==> src/rtl/flash_pwr_pkg.sv <==
package flash_pwr_pkg;
    typedef enum logic [2:0] {
        ST_RUN       = 3'd0,
        ST_HALT_KEEP = 3'd1,
        ST_HALT_OFF  = 3'd2,
        ST_STOP_OFF  = 3'd3,
        ST_STOP_KEEP = 3'd4,
        ST_OSC_WARM  = 3'd5,
        ST_OSC_RUN   = 3'd6,
        ST_WARM      = 3'd7
    } pwr_state_e;
endpackage

==> src/rtl/warm_counter.sv <==
module warm_counter #(
    parameter int HI_LOG2 = 10,
    parameter int LO_LOG2 = 3
) (
    input  logic clk,
    input  logic rst_n,
    input  logic run,
    input  logic sel_lo,
    input  logic low_tick,
    output logic done
);
    localparam int CW = (HI_LOG2 > LO_LOG2) ? HI_LOG2 : LO_LOG2;
    localparam logic [CW-1:0] HI_LAST = CW'((64'd1 << HI_LOG2) - 64'd1);
    localparam logic [CW-1:0] LO_LAST = CW'((64'd1 << LO_LOG2) - 64'd1);

    logic [CW-1:0] cnt_q;
    logic          tick;
    logic [CW-1:0] last;

    always_comb begin
        tick = sel_lo ? low_tick : 1'b1;
        last = sel_lo ? LO_LAST : HI_LAST;
        done = run && tick && (cnt_q == last);
    end

    always_ff @(posedge clk or negedge rst_n) begin
        if (!rst_n) begin
            cnt_q <= '0;
        end else if (!run || done) begin
            cnt_q <= '0;
        end else if (tick) begin
            cnt_q <= cnt_q + 1'b1;
        end
    end

    // an idle counter is always back at zero
    assert_cnt_cleared_R11: assert property (@(posedge clk) disable iff (!rst_n)
        !run |=> (cnt_q == '0));
endmodule

==> src/rtl/pwr_fsm.sv <==
module pwr_fsm
    import flash_pwr_pkg::*;
(
    input  logic       clk,
    input  logic       rst_n,
    input  logic       manual_en,
    input  logic       auto_en,
    input  logic       halt_enter,
    input  logic       halt_release,
    input  logic       stop_enter,
    input  logic       stop_release,
    input  logic       osc_ready,
    input  logic       warm_done,
    output pwr_state_e state,
    output logic       flash_pwr_on,
    output logic       cpu_wait
);
    pwr_state_e state_q, state_d;

    always_comb begin
        state_d = state_q;
        unique case (state_q)
            ST_RUN: begin
                if (stop_enter)
                    state_d = manual_en ? ST_STOP_OFF : ST_STOP_KEEP;
                else if (halt_enter)
                    state_d = (manual_en && auto_en) ? ST_HALT_OFF : ST_HALT_KEEP;
            end
            ST_HALT_KEEP: if (halt_release) state_d = ST_RUN;
            ST_HALT_OFF:  if (halt_release) state_d = ST_WARM;
            ST_STOP_OFF:  if (stop_release) state_d = ST_OSC_WARM;
            ST_STOP_KEEP: if (stop_release) state_d = ST_OSC_RUN;
            ST_OSC_WARM:  if (osc_ready)    state_d = ST_WARM;
            ST_OSC_RUN:   if (osc_ready)    state_d = ST_RUN;
            ST_WARM:      if (warm_done)    state_d = ST_RUN;
            default:                        state_d = ST_RUN;
        endcase
    end

    always_ff @(posedge clk or negedge rst_n) begin
        if (!rst_n) state_q <= ST_RUN;
        else        state_q <= state_d;
    end

    always_comb begin
        state = state_q;
        unique case (state_q)
            ST_RUN, ST_HALT_KEEP: begin flash_pwr_on = manual_en; cpu_wait = 1'b0; end
            ST_WARM:              begin flash_pwr_on = 1'b1;      cpu_wait = 1'b1; end
            default:              begin flash_pwr_on = 1'b0;      cpu_wait = 1'b0; end
        endcase
    end

    // no warm-up starts while the oscillator is still settling
    assert_osc_gate_R8: assert property (@(posedge clk) disable iff (!rst_n)
        (state_q == ST_OSC_WARM && !osc_ready) |=> !cpu_wait);
    // a running warm-up is left only by counter overflow
    assert_warm_hold_R12: assert property (@(posedge clk) disable iff (!rst_n)
        (state_q == ST_WARM && !warm_done) |=> (state_q == ST_WARM));
    // overflow returns to normal execution
    assert_warm_exit_R4: assert property (@(posedge clk) disable iff (!rst_n)
        (state_q == ST_WARM && warm_done) |=> (state_q == ST_RUN));
endmodule

==> src/rtl/flash_pwr_seq.sv <==
module flash_pwr_seq
    import flash_pwr_pkg::*;
#(
    parameter int HI_LOG2 = 10,
    parameter int LO_LOG2 = 3
) (
    input  logic clk,
    input  logic rst_n,
    input  logic manual_en,
    input  logic auto_en,
    input  logic clk_sel,
    input  logic low_tick,
    input  logic halt_enter,
    input  logic halt_release,
    input  logic stop_enter,
    input  logic stop_release,
    input  logic osc_ready,
    input  logic irq_latched,
    input  logic irq_master_en,
    output logic flash_pwr_on,
    output logic cpu_wait,
    output logic busy,
    output logic warm_en,
    output logic irq_take
);
    pwr_state_e state;
    logic       warm_done;

    pwr_fsm u_fsm (
        .clk          (clk),
        .rst_n        (rst_n),
        .manual_en    (manual_en),
        .auto_en      (auto_en),
        .halt_enter   (halt_enter),
        .halt_release (halt_release),
        .stop_enter   (stop_enter),
        .stop_release (stop_release),
        .osc_ready    (osc_ready),
        .warm_done    (warm_done),
        .state        (state),
        .flash_pwr_on (flash_pwr_on),
        .cpu_wait     (cpu_wait)
    );

    warm_counter #(.HI_LOG2(HI_LOG2), .LO_LOG2(LO_LOG2)) u_cnt (
        .clk      (clk),
        .rst_n    (rst_n),
        .run      (cpu_wait),
        .sel_lo   (clk_sel),
        .low_tick (low_tick),
        .done     (warm_done)
    );

    assign busy     = cpu_wait;
    assign warm_en  = manual_en & auto_en;
    assign irq_take = irq_latched & irq_master_en & (state == ST_RUN);

    // interrupts stay blocked during the wait
    assert_wait_no_irq_R9: assert property (@(posedge clk) disable iff (!rst_n)
        cpu_wait |-> !irq_take);
    // the CPU only waits with flash powered
    assert_wait_powered_R4: assert property (@(posedge clk) disable iff (!rst_n)
        cpu_wait |-> flash_pwr_on);
    // no manual enable means no flash power outside a warm-up
    assert_manual_off_R2: assert property (@(posedge clk) disable iff (!rst_n)
        (!manual_en && !busy) |-> !flash_pwr_on);
endmodule

==> config.mk <==
export PLATFORM = sky130hd
export DESIGN_NAME = flash_pwr_seq
export DESIGN_NICKNAME = d
export VERILOG_FILES = /design/src/rtl/flash_pwr_pkg.sv /design/src/rtl/warm_counter.sv /design/src/rtl/pwr_fsm.sv /design/src/rtl/flash_pwr_seq.sv
export SDC_FILE = /design/constraint.sdc
export NUM_CORES = 1
export LEC_CHECK = 0
export ABC_AREA = 1
export CAP_MARGIN = 20
export CORE_MARGIN = 2
export CORE_UTILIZATION = 29
export DETAILED_ROUTE_END_ITERATION = 16
export PLACE_DENSITY = 0.55
export SETUP_SLACK_MARGIN = 0.15
export SLEW_MARGIN = 15
export SYNTH_ARGS = -nofsm -noshare
export SYNTH_HDL_FRONTEND = slang
export SYNTH_SLANG_ARGS = --single-unit
==> constraint.sdc <==
create_clock -name clk -period 2.1 [get_ports clk]
set_clock_uncertainty 0.2 [all_clocks]
set_input_delay 0.315 -clock clk [delete_from_list [all_inputs] [get_ports clk]]
set_output_delay 0.315 -clock clk [all_outputs]
set_load 0.05 [all_outputs]
==> results.py, run 1 <==
metrics = {
    "synthesis": {
        "ys_seq_elements": 13,
        "ys_top_cells_by_area": "dfrtp_1 36%, nand2_1 14%, nor2_1 8.2%",
        "netlist.area_leader.share": 0.3552,
        "synth.distinct_cells": 26,
        "synthesis.nets": 143,
        "ys_seq_area_frac": 0.3552,
        "yosys_warnings": 0,
        "synth_area_per_cell_sq_um": 7.100,
        "synth_top_area_cell": "dfrtp_1",
        "netlist_area_sq_um": 915.9,
        "syn_inst": 129,
    },
    "route": {
        "via_per_inst": 4.301,
        "vias": 830,
        "drtIter0Drc": 22,
        "remaining_drc_errors": 0,
        "firstDrtPassIters": 4,
        "drtAntennaViolNets": 0,
        "wirelength_microns": 2000,
        "wl_per_cell_microns": 10.36,
    },
    "clock_tree": {
        "cts_made_buffers": 3,
        "cts.path.max_buffers": 2,
        "cts_resized": 0,
        "postCtsHoldBufs": 0,
        "postCtsSetupRepairBufs": 0,
        "htree_levels": 1,
        "clock-sinks": 13,
        "clk_pin_slew_ns": 0.08,
        "cts_tree": "done",
        "cts_root_buffer": "clkbuf_4",
        "clk_latency_ns": 0.28,
    },
    "timing": {
        "setup_viol": 0,
        "slew_viol_final": 0,
        "timing.slew.headroom": 0.6056,
        "rsz0062_at_grt": "no",
        "hold_viol": 0,
        "fin_tns_setup_ns": 0,
        "fmax_mhz": 545.4,
        "holdWs_ns": 0.2063,
        "fin_ws_ns": 0.2666,
        "final.period_utilization": 0.8730,
        "period_minus_slack_ns": 1.833,
        "tightest_slew_ns": 0.5897,
    },
    "placement": {
        "io_buffers": 17,
        "place_congestion": 0.8335,
        "pre_cts_ws_ns": 0.2091,
        "hpwl_microns": 1581,
        "placedCellCount": 189,
    },
    "cells_and_area": {
        "layout_commonest_cell": "nand2_1",
        "final_cell_mix": "34 x nand2_1, 20 x nor2_1, 15 x inv_1",
        "num_antenna_cells": 0,
        "finalCoreUtilization": 0.4000,
        "fin_cells": 193,
        "area_growth_syn_to_layout_pct": 32.24,
        "fin_nets": 164,
        "drive_above_1_share": 0.1946,
    },
    "floorplan": {
        "placement_rows": 20,
        "ios": 18,
        "start_util": 0.3025,
        "core_sq_mm": 0.003028,
        "die_h_microns": 60.20,
        "fp.dieW_microns": 60.20,
        "die_area_sq_mm": 0.003623,
    },
    "worst_setup_path": {
        "required_ns": 1.58,
        "crit_path_end_kind": "output pin",
        "r2r_slack_ns": 0.45,
        "path_max_fanout": 5,
        "start_kind": "flop",
        "worst-setup-path-type": "flop to output pin",
        "cp_data_arrival_time_ns": 1.32,
    },
    "grt": {
        "grtUsageTotal": 0.1286,
        "antenna_found_initial": 0,
        "first_global_vias": 857,
        "grt_overflow_total": 0,
        "grt_pass1_wl_microns": 3436,
        "grt_max_degree": 15,
    },
    "power_and_ir_drop": {
        "p_int_mw": 0.6424,
        "swShare": 0.4502,
        "p_leak_nw": 0.5509,
        "switching_power_mw": 0.5261,
        "power_density_mw_per_mm2": 964.7,
        "ir_drop_v": 0.0006886,
        "p_comb_frac": 0.573,
        "pwr-share-seq": 0.292,
        "p_clk_frac": 0.135,
    },
    "worst_hold_path": {
        "hp-class": "input pin to async pin",
    },
    "status": {
        "status": "completed",
    },
    "job": {
        "cap_violations": 0,
    },
}
-- final timing paths --
| kind | cells after the start | end | startpoint |
|---|---|---|---|
| min in group clk | 2 | u_cnt.cnt_q[8]$_DFFE_PN0P_ | u_cnt.cnt_q[8]$_DFFE_PN0P_ |
| worst max register to register | 10 | u_fsm.state[2]$_DFFE_PN0P_ | u_cnt.cnt_q[6]$_DFFE_PN0P_ |
| max in group asynchronous | 1 | u_fsm.state[2]$_DFFE_PN0P_ | rst_n |
| worst max-delay path | 4 | busy | u_fsm.state[0]$_DFFE_PN0P_ |
| worst min register to register | 2 | u_cnt.cnt_q[8]$_DFFE_PN0P_ | u_cnt.cnt_q[8]$_DFFE_PN0P_ |
| worst min-delay path | 1 | u_cnt.cnt_q[6]$_DFFE_PN0P_ | rst_n |
-- cell families after synthesis --
logic type | share of synthesized area
compound gates | 0.09018
xor+xnor | 0.05738
fa+ha+maj | 0.01366
buf+inv | 0.09835
flops | 0.3552
simple gates | 0.3852
-- stage by stage --
stage	area, sq um	power (mW)
after global routing	1211	1.270
after floorplan	915.9	0.8051
final	1211	1.168
after detailed placement	1180	1.015
after CTS	1206	1.170
after global placement	1180	1.008
-- power groups by stage --
| stage | Sequential [mW] | Combinational [mW] | Clock, mW |
|---|---|---|---|
| 2_1_floorplan | 0.329 | 0.476 | 0 |
| 3_3_place_gp | 0.339 | 0.669 | 0 |
| 3_5_place_dp | 0.338 | 0.677 | 0 |
| 4_1_cts | 0.335 | 0.676 | 0.159 |
| 5_1_grt | 0.350 | 0.743 | 0.177 |
| 6_report | 0.341 | 0.670 | 0.158 |
-- layout make-up --
cell class / count / area [sq um]
flip-flops and latches: 13 / 325.3
inverters: 19 / 71.32
clock buffers: 4 / 26.28
multi-input cells: 95 / 505.5
fillers: 318 / 1817
well taps: 44 / 55.05
repair buffers: 18 / 227.7
-- metal layers --
layer  wire length, microns  share of wire  GRT usage  vias to the layer above
met5                      0              0          0                        -
met4                     38          0.019    0.06667                        0
met3                    126          0.063    0.02381                        5
met2                    983           0.49     0.2360                       26
met1                    852           0.43     0.1374                      362
li1                       -              -          -                      437
-- worst max-delay path, stage by stage (launching register included) --
cell and delay (ns):
dfrtp_1 0.45, nand2_1 0.13, nor2_2 0.13, buf_4 0.18, buf_12 0.14
-- sequential cells by signal, summed over array words and instances, names as in the netlist --
| register | flops |
|---|---|
| u_cnt.cnt_q | 10 |
| u_fsm.state | 3 |
-- Yosys cell counts --
| cell type | instances |
|---|---|
| a21boi_0 | 1 |
| a21oi_1 | 1 |
| a21oi_2 | 2 |
| a31o_2 | 1 |
| a31oi_1 | 1 |
| buf_4 | 1 |
| buf_6 | 1 |
| dfrtp_1 | 13 |
| ha_1 | 1 |
| inv_1 | 15 |
| inv_2 | 4 |
| nand2_1 | 34 |
| nand2_2 | 4 |
| nand2_4 | 1 |
| nand3_1 | 5 |
| nand3_2 | 1 |
| nand4_1 | 2 |
| nor2_1 | 20 |
| nor2_2 | 3 |
| nor2_4 | 2 |
| nor3_1 | 1 |
| nor3_2 | 2 |
| o211ai_1 | 1 |
| o21ai_0 | 4 |
| o21ai_1 | 2 |
| xor2_1 | 6 |
Power figures use the tool's default switching activity.
==> run 2: changes to the inputs <==
--- a/config.mk
+++ b/config.mk
@@ -6,8 +6,7 @@
 export NUM_CORES = 1
 export LEC_CHECK = 0
 export ABC_AREA = 1
-export CAP_MARGIN = 20
-export CORE_MARGIN = 2
+export CAP_MARGIN = 40
 export CORE_UTILIZATION = 29
 export DETAILED_ROUTE_END_ITERATION = 16
 export PLACE_DENSITY = 0.55
==> run 2 against run 1 <==
  * The run now ends with design-rule violations left
  * Sequential power is essentially flat
  * Clock power is essentially flat
  * Clock-buffer cell count shrank 1
  * Critical path depth is the same
  * Utilization is essentially flat
  * Final cell count is the same
  * Worst hold slack gained 0.0049 ns
  * Total power grew 0.62%
  * First-iteration DRC count grew 9.1%
  * Global-route usage grew 0.15 points
  * Maximum frequency shrank 0.65%
  * Highest routed layer unchanged
==> results.py, run 2 (synthesis results as in run 1) <==
metrics = {
    "clock_tree": {
        "cts_made_buffers": 3,
        "clk_pin_slew_ns": 0.08,
        "htree_levels": 1,
        "clock-sinks": 13,
        "cts_tree": "done",
        "cts_root_buffer": "clkbuf_4",
        "postCtsSetupRepairBufs": 0,
        "clk_latency_ns": 0.27,
        "cts.path.max_buffers": 2,
    },
    "worst_setup_path": {
        "required_ns": 1.58,
        "r2r_end": "u_fsm.state[2]$_DFFE_PN0P_",
        "start_kind": "flop",
        "path_max_fanout": 4,
        "worstReg2RegStart": "u_cnt.cnt_q[6]$_DFFE_PN0P_",
        "cp_data_arrival_time_ns": 1.33,
        "crit_path_end_kind": "output pin",
        "worstRegToRegCells": 10,
        "cp-endpoint": "irq_take",
        "r2r_slack_ns": 0.47,
        "cp-startpoint": "u_fsm.state[1]$_DFFE_PN0P_",
        "worst-setup-path-type": "flop to output pin",
    },
    "cells_and_area": {
        "layout_commonest_cell": "nand2_1",
        "regMostFlops": "u_cnt.cnt_q",
        "num_antenna_cells": 0,
        "drive_above_1_share": 0.2013,
        "largest_register_ffs": 10,
        "final_cell_mix": "34 x nand2_1, 20 x nor2_1, 15 x inv_1",
        "fin_nets": 164,
        "area_growth_syn_to_layout_pct": 32.38,
    },
    "timing": {
        "period_minus_slack_ns": 1.845,
        "final.period_utilization": 0.8788,
        "rsz0062_at_grt": "no",
        "setup_viol": 0,
        "slew_viol_final": 0,
        "timing.slew.headroom": 0.6020,
        "holdWs_ns": 0.2112,
        "tightest_slew_ns": 0.5952,
        "fmax_mhz": 541.9,
        "hold_viol": 0,
        "fin_tns_setup_ns": 0,
    },
    "floorplan": {
        "fp.dieW_microns": 58.20,
        "start_util": 0.3025,
        "die_h_microns": 58.20,
        "die_area_sq_mm": 0.003387,
        "core_sq_mm": 0.003028,
        "placement_rows": 20,
        "ios": 18,
    },
    "placement": {
        "place_congestion": 0.8440,
        "io_buffers": 17,
        "hpwl_microns": 1574,
    },
    "grt": {
        "first_global_vias": 811,
        "use_met3": 0.02455,
        "grtUsageMet1": 0.1423,
        "grt_pass1_wl_microns": 3346,
        "grt_overflow_total": 0,
        "grt_max_degree": 15,
        "antenna_found_initial": 0,
        "met2_usage": 0.2315,
        "busiest_layer": "met2",
        "grtUsageTotal": 0.1300,
    },
    "status": {
        "status": "finished with violations",
        "violations": "design-rule violations",
    },
    "job": {
        "cap_violations": 0,
    },
    "route": {
        "vias": 854,
        "wirelength_microns": 1981,
        "via_per_inst": 4.425,
        "remaining_drc_errors": 1,
        "drtAntennaViolNets": 0,
        "wl_per_cell_microns": 10.26,
        "firstDrtPassIters": 10,
        "drtIter0Drc": 24,
    },
    "power_and_ir_drop": {
        "power_density_mw_per_mm2": 969.7,
        "ir_drop_v": 0.0005177,
        "p_leak_nw": 0.5536,
    },
    "worst_hold_path": {
        "hp-class": "input pin to async pin",
    },
}
-- run 2: per-stage QoR --
step           setup WS, ns  instances  area [sq um]  total power [mW]    util
2_1_floorplan        0.1837        129         915.9            0.8051       -
3_3_place_gp         0.2016        189          1180             1.008  0.3897
3_5_place_dp         0.1905        189          1180             1.020  0.3897
4_1_cts              0.1967        193          1207             1.180  0.3988
5_1_grt              0.1561        193          1212             1.265  0.4004
6_report             0.2545        193          1212             1.176  0.4004
-- run 2: power breakdown --
part           internal (mW)  switching, mW  leakage, nW
registers              0.289         0.0529        0.176
logic                  0.280          0.398        0.360
clock network         0.0706         0.0851       0.0177
total                  0.639          0.536        0.554
-- run 2: per-layer routing --
| layer | vias to the layer above | part of all wire | wire, microns |
|---|---|---|---|
| li1 | 442 | - | - |
| met4 | 0 | 0.0020 | 4 |
| met5 | - | 0 | 0 |
| met3 | 2 | 0.057 | 112 |
| met1 | 379 | 0.44 | 862 |
| met2 | 31 | 0.51 | 1001 |
-- run 2: critical path, cell delays in order (launching register included) --
cell and delay [ns]:
dfrtp_1 0.44, nor2_4 0.17, nand2_2 0.10, nor2_1 0.18
buf_12 0.16
-- run 2: worst min-delay path by stage --
stage | from | end | slack, ns | depth (start not counted)
global route | rst_n | u_cnt.cnt_q[6]$_DFFE_PN0P_ | 0.25 | 1
global placement | u_fsm.state[1]$_DFFE_PN0P_ | u_fsm.state[1]$_DFFE_PN0P_ | 0.33 | 2
finish | rst_n | u_cnt.cnt_q[5]$_DFFE_PN0P_ | 0.21 | 1
CTS | rst_n | u_cnt.cnt_q[6]$_DFFE_PN0P_ | 0.23 | 1
floorplan | rst_n | u_cnt.cnt_q[0]$_DFFE_PN0P_ | -0.18 | 0
detailed placement | u_fsm.state[1]$_DFFE_PN0P_ | u_fsm.state[1]$_DFFE_PN0P_ | 0.33 | 2
-- run 2: area by class of cell --
type                       count  area (sq um)
fill                         311          1815
timing repair buffer          18         227.7
tap                           44         55.05
clock inverter                 1         5.005
multi-input combinational     95         505.5
clock buffer                   3         22.52
inverter                      19         71.32
sequential                    13         325.3
-- run 2: repair_timing --
| item | CTS | global route |
|---|---|---|
| endpoints found under the hold margin | 0 | 0 |
| gates resized for setup | 0 | 1 |
| setup endpoints to repair | 0 | 1 |
| hold buffers | 0 | 0 |
